**config.mk**
```make
export PLATFORM = sky130hd
export DESIGN_NAME = dma_chan_maint
export DESIGN_NICKNAME = d
export VERILOG_FILES = /design/src/rtl/dma_maint_pkg.sv /design/src/rtl/dma_maint_fifo.sv /design/src/rtl/dma_maint_ctrl.sv /design/src/rtl/dma_chan_maint.sv
export SDC_FILE = /design/constraint.sdc
export NUM_CORES = 1
export LEC_CHECK = 0
export ABC_AREA = 1
export BUFFER_PORTS_ARGS = -buffer_cell sky130_fd_sc_hd__buf_4
export CAP_MARGIN = 20
export CORE_UTILIZATION = 52
export DETAILED_ROUTE_END_ITERATION = 8
export HOLD_SLACK_MARGIN = 0.08
export PLACE_DENSITY = 0.72
export SLEW_MARGIN = 30
export SYNTH_ARGS = -nofsm -noshare
export SYNTH_HDL_FRONTEND = slang
export SYNTH_SLANG_ARGS = --single-unit
```
**constraint.sdc**
```tcl
create_clock -name clk -period 3 [get_ports clk]
set_input_delay 0.3 -clock clk [delete_from_list [all_inputs] [get_ports clk]]
set_output_delay 0.3 -clock clk [all_outputs]
set_load 0.005 [all_outputs]
```
**src/rtl/dma_maint_pkg.sv**
```systemverilog
package dma_maint_pkg;
  // strobes from control to the FIFO datapath
  typedef struct packed {
    logic push;
    logic pop;
    logic clr;
  } fifo_ctl_t;
endpackage

```
**src/rtl/dma_maint_fifo.sv**
```systemverilog
module dma_maint_fifo
  import dma_maint_pkg::*;
#(
  parameter int DEPTH = 8,
  parameter int WIDTH = 8,
  localparam int CNT_W = $clog2(DEPTH + 1),
  localparam int PTR_W = (DEPTH > 1) ? $clog2(DEPTH) : 1
) (
  input  logic             clk,
  input  logic             rstN,
  input  fifo_ctl_t        ctl,
  input  logic [WIDTH-1:0] inData,
  output logic [WIDTH-1:0] outData,
  output logic [CNT_W-1:0] count,
  output logic             empty,
  output logic             full
);
  logic [WIDTH-1:0] mem [DEPTH];
  logic [PTR_W-1:0] wrPtr, rdPtr;
  logic [CNT_W-1:0] cnt;

  function automatic logic [PTR_W-1:0] nextPtr(input logic [PTR_W-1:0] p);
    return (p == PTR_W'(DEPTH - 1)) ? '0 : p + 1'b1;
  endfunction

  always_ff @(posedge clk or negedge rstN) begin
    if (!rstN) begin
      wrPtr <= '0;
      rdPtr <= '0;
      cnt   <= '0;
    end else if (ctl.clr) begin
      wrPtr <= '0;
      rdPtr <= '0;
      cnt   <= '0;
    end else begin
      if (ctl.push) wrPtr <= nextPtr(wrPtr);
      if (ctl.pop)  rdPtr <= nextPtr(rdPtr);
      cnt <= cnt + CNT_W'(ctl.push) - CNT_W'(ctl.pop);
    end
  end

  always_ff @(posedge clk) begin
    if (ctl.push && !ctl.clr) mem[wrPtr] <= inData;
  end

  assign outData = mem[rdPtr];
  assign count   = cnt;
  assign empty   = (cnt == '0);
  assign full    = (cnt == CNT_W'(DEPTH));
endmodule

```
**src/rtl/dma_maint_ctrl.sv**
```systemverilog
module dma_maint_ctrl
  import dma_maint_pkg::*;
#(
  parameter int DEPTH = 8,
  localparam int CNT_W = $clog2(DEPTH + 1)
) (
  input  logic             clk,
  input  logic             rstN,
  input  logic             srcPerSync,
  input  logic             cmdEnable,
  input  logic             cmdDisable,
  input  logic             cmdRdSuspend,
  input  logic             cmdWrSuspend,
  input  logic             cmdRwSuspend,
  input  logic             cmdResume,
  input  logic             cmdFlush,
  input  logic             flagClear,
  input  logic             rdValid,
  input  logic             wrReady,
  input  logic [CNT_W-1:0] count,
  input  logic             empty,
  input  logic             full,
  output logic             rdReady,
  output logic             wrValid,
  output fifo_ctl_t        ctl,
  output logic             chanActive,
  output logic             rdSuspended,
  output logic             wrSuspended,
  output logic             disDone,
  output logic             flushDone
);
  logic activeQ, disablingQ, rdSuspQ, wrSuspQ, flushingQ, pendQ;
  logic disDoneQ, flushDoneQ;
  logic [CNT_W-1:0] remainQ;

  logic push, pop, allowNew, accept, disCmd, otherOk, enCmd;
  logic finalSched, disFinish;
  logic [CNT_W-1:0] flushLeft;

  always_comb begin
    accept   = activeQ && !disablingQ;
    disCmd   = cmdDisable && accept;
    otherOk  = accept && !cmdDisable;          // disable wins a same-cycle tie
    enCmd    = cmdEnable && !activeQ && !cmdDisable;
    allowNew = flushingQ || (disablingQ ? srcPerSync : !wrSuspQ);
    rdReady  = activeQ && !disablingQ && !rdSuspQ && !full;
    wrValid  = activeQ && !empty && (pendQ || allowNew);
    push     = rdValid && rdReady;
    pop      = wrValid && wrReady;
    finalSched = flushingQ && (remainQ == CNT_W'(1)) && wrValid;
    disFinish  = disablingQ && (srcPerSync ? empty : (!wrValid || wrReady));
    flushLeft  = count - CNT_W'(pop);
    ctl.push = push;
    ctl.pop  = pop;
    ctl.clr  = disFinish;
  end

  always_ff @(posedge clk or negedge rstN) begin
    if (!rstN) begin
      activeQ    <= 1'b0;
      disablingQ <= 1'b0;
      rdSuspQ    <= 1'b0;
      wrSuspQ    <= 1'b0;
      flushingQ  <= 1'b0;
      pendQ      <= 1'b0;
      disDoneQ   <= 1'b0;
      flushDoneQ <= 1'b0;
      remainQ    <= '0;
    end else begin
      pendQ <= wrValid && !wrReady;
      if (flagClear) begin
        disDoneQ   <= 1'b0;
        flushDoneQ <= 1'b0;
      end
      if (flushingQ && pop) begin
        remainQ <= remainQ - 1'b1;
        if (remainQ == CNT_W'(1)) begin
          flushingQ  <= 1'b0;
          flushDoneQ <= 1'b1;
        end
      end
      if (otherOk) begin
        if (cmdResume) begin
          rdSuspQ <= 1'b0;
          wrSuspQ <= 1'b0;
        end
        if (cmdRdSuspend || cmdRwSuspend) rdSuspQ <= 1'b1;
        if (cmdWrSuspend || cmdRwSuspend) wrSuspQ <= 1'b1;
        if (cmdFlush && !flushingQ) begin
          if (flushLeft == '0) flushDoneQ <= 1'b1;
          else begin
            flushingQ <= 1'b1;
            remainQ   <= flushLeft;
          end
        end
      end
      if (disCmd) begin
        disablingQ <= 1'b1;
        wrSuspQ    <= 1'b0;
        if (!finalSched) flushingQ <= 1'b0;
      end
      if (disFinish) begin
        activeQ    <= 1'b0;
        disablingQ <= 1'b0;
        disDoneQ   <= 1'b1;
      end
      if (enCmd) begin
        activeQ <= 1'b1;
        rdSuspQ <= 1'b0;
        wrSuspQ <= 1'b0;
      end
    end
  end

  assign chanActive  = activeQ;
  assign rdSuspended = rdSuspQ;
  assign wrSuspended = wrSuspQ;
  assign disDone     = disDoneQ;
  assign flushDone   = flushDoneQ;
endmodule

```
**src/rtl/dma_chan_maint.sv**
```systemverilog
module dma_chan_maint
  import dma_maint_pkg::*;
#(
  parameter int DEPTH = 8,
  parameter int WIDTH = 8,
  localparam int CNT_W = $clog2(DEPTH + 1)
) (
  input  logic             clk,
  input  logic             rstN,
  input  logic             srcPerSync,
  input  logic             cmdEnable,
  input  logic             cmdDisable,
  input  logic             cmdRdSuspend,
  input  logic             cmdWrSuspend,
  input  logic             cmdRwSuspend,
  input  logic             cmdResume,
  input  logic             cmdFlush,
  input  logic             flagClear,
  input  logic             rdValid,
  input  logic [WIDTH-1:0] rdData,
  output logic             rdReady,
  output logic             wrValid,
  output logic [WIDTH-1:0] wrData,
  input  logic             wrReady,
  output logic [CNT_W-1:0] fifoCount,
  output logic             chanActive,
  output logic             rdSuspended,
  output logic             wrSuspended,
  output logic             disDone,
  output logic             flushDone
);
  fifo_ctl_t fifoCtl;
  logic      fifoEmpty, fifoFull;

  dma_maint_ctrl #(.DEPTH(DEPTH)) u_ctrl (
    .clk(clk), .rstN(rstN), .srcPerSync(srcPerSync),
    .cmdEnable(cmdEnable), .cmdDisable(cmdDisable),
    .cmdRdSuspend(cmdRdSuspend), .cmdWrSuspend(cmdWrSuspend),
    .cmdRwSuspend(cmdRwSuspend), .cmdResume(cmdResume),
    .cmdFlush(cmdFlush), .flagClear(flagClear),
    .rdValid(rdValid), .wrReady(wrReady),
    .count(fifoCount), .empty(fifoEmpty), .full(fifoFull),
    .rdReady(rdReady), .wrValid(wrValid), .ctl(fifoCtl),
    .chanActive(chanActive), .rdSuspended(rdSuspended),
    .wrSuspended(wrSuspended), .disDone(disDone), .flushDone(flushDone)
  );

  dma_maint_fifo #(.DEPTH(DEPTH), .WIDTH(WIDTH)) u_fifo (
    .clk(clk), .rstN(rstN), .ctl(fifoCtl), .inData(rdData),
    .outData(wrData), .count(fifoCount), .empty(fifoEmpty), .full(fifoFull)
  );
endmodule

```
==> impl_results.md <==
- Final Wtd Congestion: 0.828
- Layout net count: 474
- Root Driver: clkbuf_8
- Syn_nets: 423
- CTS tree: built
- P_leak: 1.97 nW
- Tcrit/Tclk final: 84.4%
- Peak supply drop: 0.471 mV
- Critical path's largest stage delay: 0.41 ns
- Clock tree buffer depth: 2
- Pwr dens: 834 nW/µm²
- Clock sinks: 86
- Status: finished clean
- Maximum capacitance violations: 0
- Critical Path End Type: flip-flop
- Num rows: 31
- Worst Hold Slack: 0.164 ns
- Worst path top cell family by delay: adder cells
- Startpoint Class: flip-flop
- Initial core utilization: 54.2%
- CP max stage cell: dfrtp_1
- Ant diodes: 0
- Main flop type after synthesis: edfxtp_1
- Min-Delay Endpoint: u_ctrl.pendQ
- Avg WL per Cell: 15.1 µm
- # port buffers: 39
- Share of post-route cells with drive strength above 1: 17.4%
- Top-area cell type share of the netlist area: 48.3%
- Via density: 5.22
- Max H-tree Level: 3
- Clock Latency Late Sink: 0.35 ns
- Vias: 2,829
- Setup violations, final: 0
- Syn Inst Count: 387
- Die height: 89.4 µm
- Hold Path Origin: wrReady
- Die Wd: 89.4 µm
- Asr flop ratio synth: 25.6%
- First-pass GRT wire length: 12.8 mm
- Number of flops mapped to enable cells by yosys: 64
- Initial antenna violation count: 0
- WP data required: 3.24 ns
- #FFs+latches synth: 86
- GRT Total Usage: 22.2%
- Starting DRT DRC Count: 141
- Die ar.: 8000 µm²
- Pre-antenna DRT Iters: 5
- Peak Freq: 395 MHz
- # IOs: 40
- Min cycle time layout: 2.53 ns
- Critical path cell sequence: inv_1 > ha_1 > a21oi_2 > nand3_1 > inv_2 > ha_1 > inv_1 > ha_1 > a21oi_1 > nor2_1 > nor2_1 > xnor2_1 > inv_1 > nand2_1 > inv_1
- WP data arrival: 2.78 ns
- Area leader, netlist: edfxtp_1
- CP bufs+invs: 5
- Reg2Reg Setup Slack: 0.47 ns
- Top cells by count, synth: 81 x nand2_1, 64 x edfxtp_1, 58 x nor2_1
- P&R area growth vs syn: 16.0%
- Sequential area share after synthesis: 62.2%
- ANT nets after route: 0
- Yosys cell types: 34
- Total congestion overflow: 0
- Final setup TNS: 0 ns
- Drt total wl: 8.20 mm
- WS Path Type: flip-flop to flip-flop
- Hold depth: 2
- Crit Path Max Fanout: 8
- Post-route DRC: 0
- Core region area: 7330 µm²
- Vias in the first global route: 2,710
- RR Startpoint: u_fifo.count[2]
- Clk slew on worst S/H paths: 0.09 ns
- Crit Reg-Reg Endpoint: u_fifo.count[3]
- RSZ-0062 raised after global routing: no
- Worst min path class: input port to flip-flop
- Ranking of synthesized cells by area: edfxtp_1 48%, dfrtp_1 14%, nand2_1 7.6%
- Rel. slew slack: 53.2%
- Yosys warning count: 0
- Cell Area, Synth: 3980 µm²
- Largest net degree at the start of global routing: 35
- Cell mode on critical path: inv_1
- Final HPWL from detailed placement: 5.56 mm
- Syn_area_per_cell: 10.3 µm²
- Worst-Margin Slew: 0.702 ns
- Reg2Reg Depth: 15
- Final slew viol count: 0
- Clock Skews: 0.00923 ns
- Final Hold Viols: 0
- TritonCTS Buffers: 9
- Count leader, synth: nand2_1
[cell families (layout without fill, tap and decap cells)]
group / Yosys count / in the layout / synth area share (%)
AO/OA/AOI/OAI: 63 / 63 / 8.56
buffers and inverters: 49 / 105 / 4.97
AND/OR/NAND/NOR: 169 / 169 / 18.3
adder cells (fa/ha/maj): 15 / 15 / 4.91
XOR/XNOR: 5 / 5 / 1.10
flip-flops: 86 / 86 / 62.2
[flip-flops by register name, summed over array words and instances, names as in the netlist]
signal / count
u_ctrl.disablingQ: 1
u_ctrl.wrSuspended: 1
u_ctrl.disDone: 1
u_ctrl.pendQ: 1
u_ctrl.flushingQ: 1
u_fifo.rdPtr: 3
u_ctrl.flushDone: 1
u_ctrl.rdSuspended: 1
u_fifo.count: 4
u_ctrl.chanActive: 1
u_fifo.wrPtr: 3
u_fifo.mem: 64
u_ctrl.remainQ: 4
[metal layers]
layer  vias to the layer above  global-route usage, %  routed length [µm]
li1                       1411                      -                   -
met1                      1353                   29.5                3680
met2                        65                   38.2                4060
met3                         0                   3.05                 458
met4                         0                   7.07                   0
met5                         -                      0                   0
[what timing repair did]
action                                  CTS  global route
buffers inserted                          0             0
endpoints found under the setup margin    0             0
resized for setup                         0             0
hold buffers                              1             0
endpoints found under the hold margin    22             0
[worst max-delay path by stage]
stage                          startpoint               to  slack, ns  depth (start not counted)
after floorplan           u_fifo.count[2]  u_fifo.count[3]       0.73                         15
after global placement    u_fifo.count[2]  u_fifo.count[3]       0.59                         15
after global routing      u_fifo.count[2]  u_fifo.count[3]       0.22                         15
final                     u_fifo.count[2]  u_fifo.count[3]       0.47                         15
after detailed placement  u_fifo.count[2]  u_fifo.count[3]       0.49                         15
after CTS                 u_fifo.count[2]  u_fifo.count[3]       0.46                         15
[stage by stage]
stage | util (%) | setup slack, ns | total power [W] | instances | instance area, µm²
2_1_floorplan | - | 0.728 | 0.00259 | 387 | 3980
3_3_place_gp | 60.3 | 0.590 | 0.00310 | 525 | 4420
3_5_place_dp | 60.3 | 0.486 | 0.00313 | 525 | 4420
4_1_cts | 62.9 | 0.455 | 0.00387 | 542 | 4610
5_1_grt | 62.9 | 0.220 | 0.00414 | 542 | 4610
6_report | 62.9 | 0.468 | 0.00384 | 542 | 4610
[where the power goes]
part	internal, W	switching [W]	total (W)
registers	0.00143	0.000173	0.00160
clock network	0.000309	0.000425	0.000734
logic	0.000625	0.000880	0.00150
[layout by cell type, fill, tap and decap left out, drive strengths merged, types with 2 or more instances in the layout]
| cell type | count |
|---|---|
| nand2 | 84 |
| edfxtp | 64 |
| nor2 | 59 |
| buf | 50 |
| o21ai | 41 |
| inv | 39 |
| dfrtp | 22 |
| ha | 14 |
| nand3 | 12 |
| a21oi | 11 |
| clkbuf | 9 |
| a31oi | 8 |
| nor3 | 6 |
| nand4 | 5 |
| clkinv | 4 |
| xnor2 | 3 |
| xor2 | 2 |
| clkinvlp | 2 |
[cell type report]
class	count	area, µm²
Clock buffer	9	124
Clock inverter	7	56.3
Fill cell	610	2720
Inverter	38	143
Multi-Input combinational cell	252	1310
Sequential cell	86	2470
Tap cell	99	124
Timing Repair Buffer	51	385
Note: power is estimated with default switching activity, not from simulation.
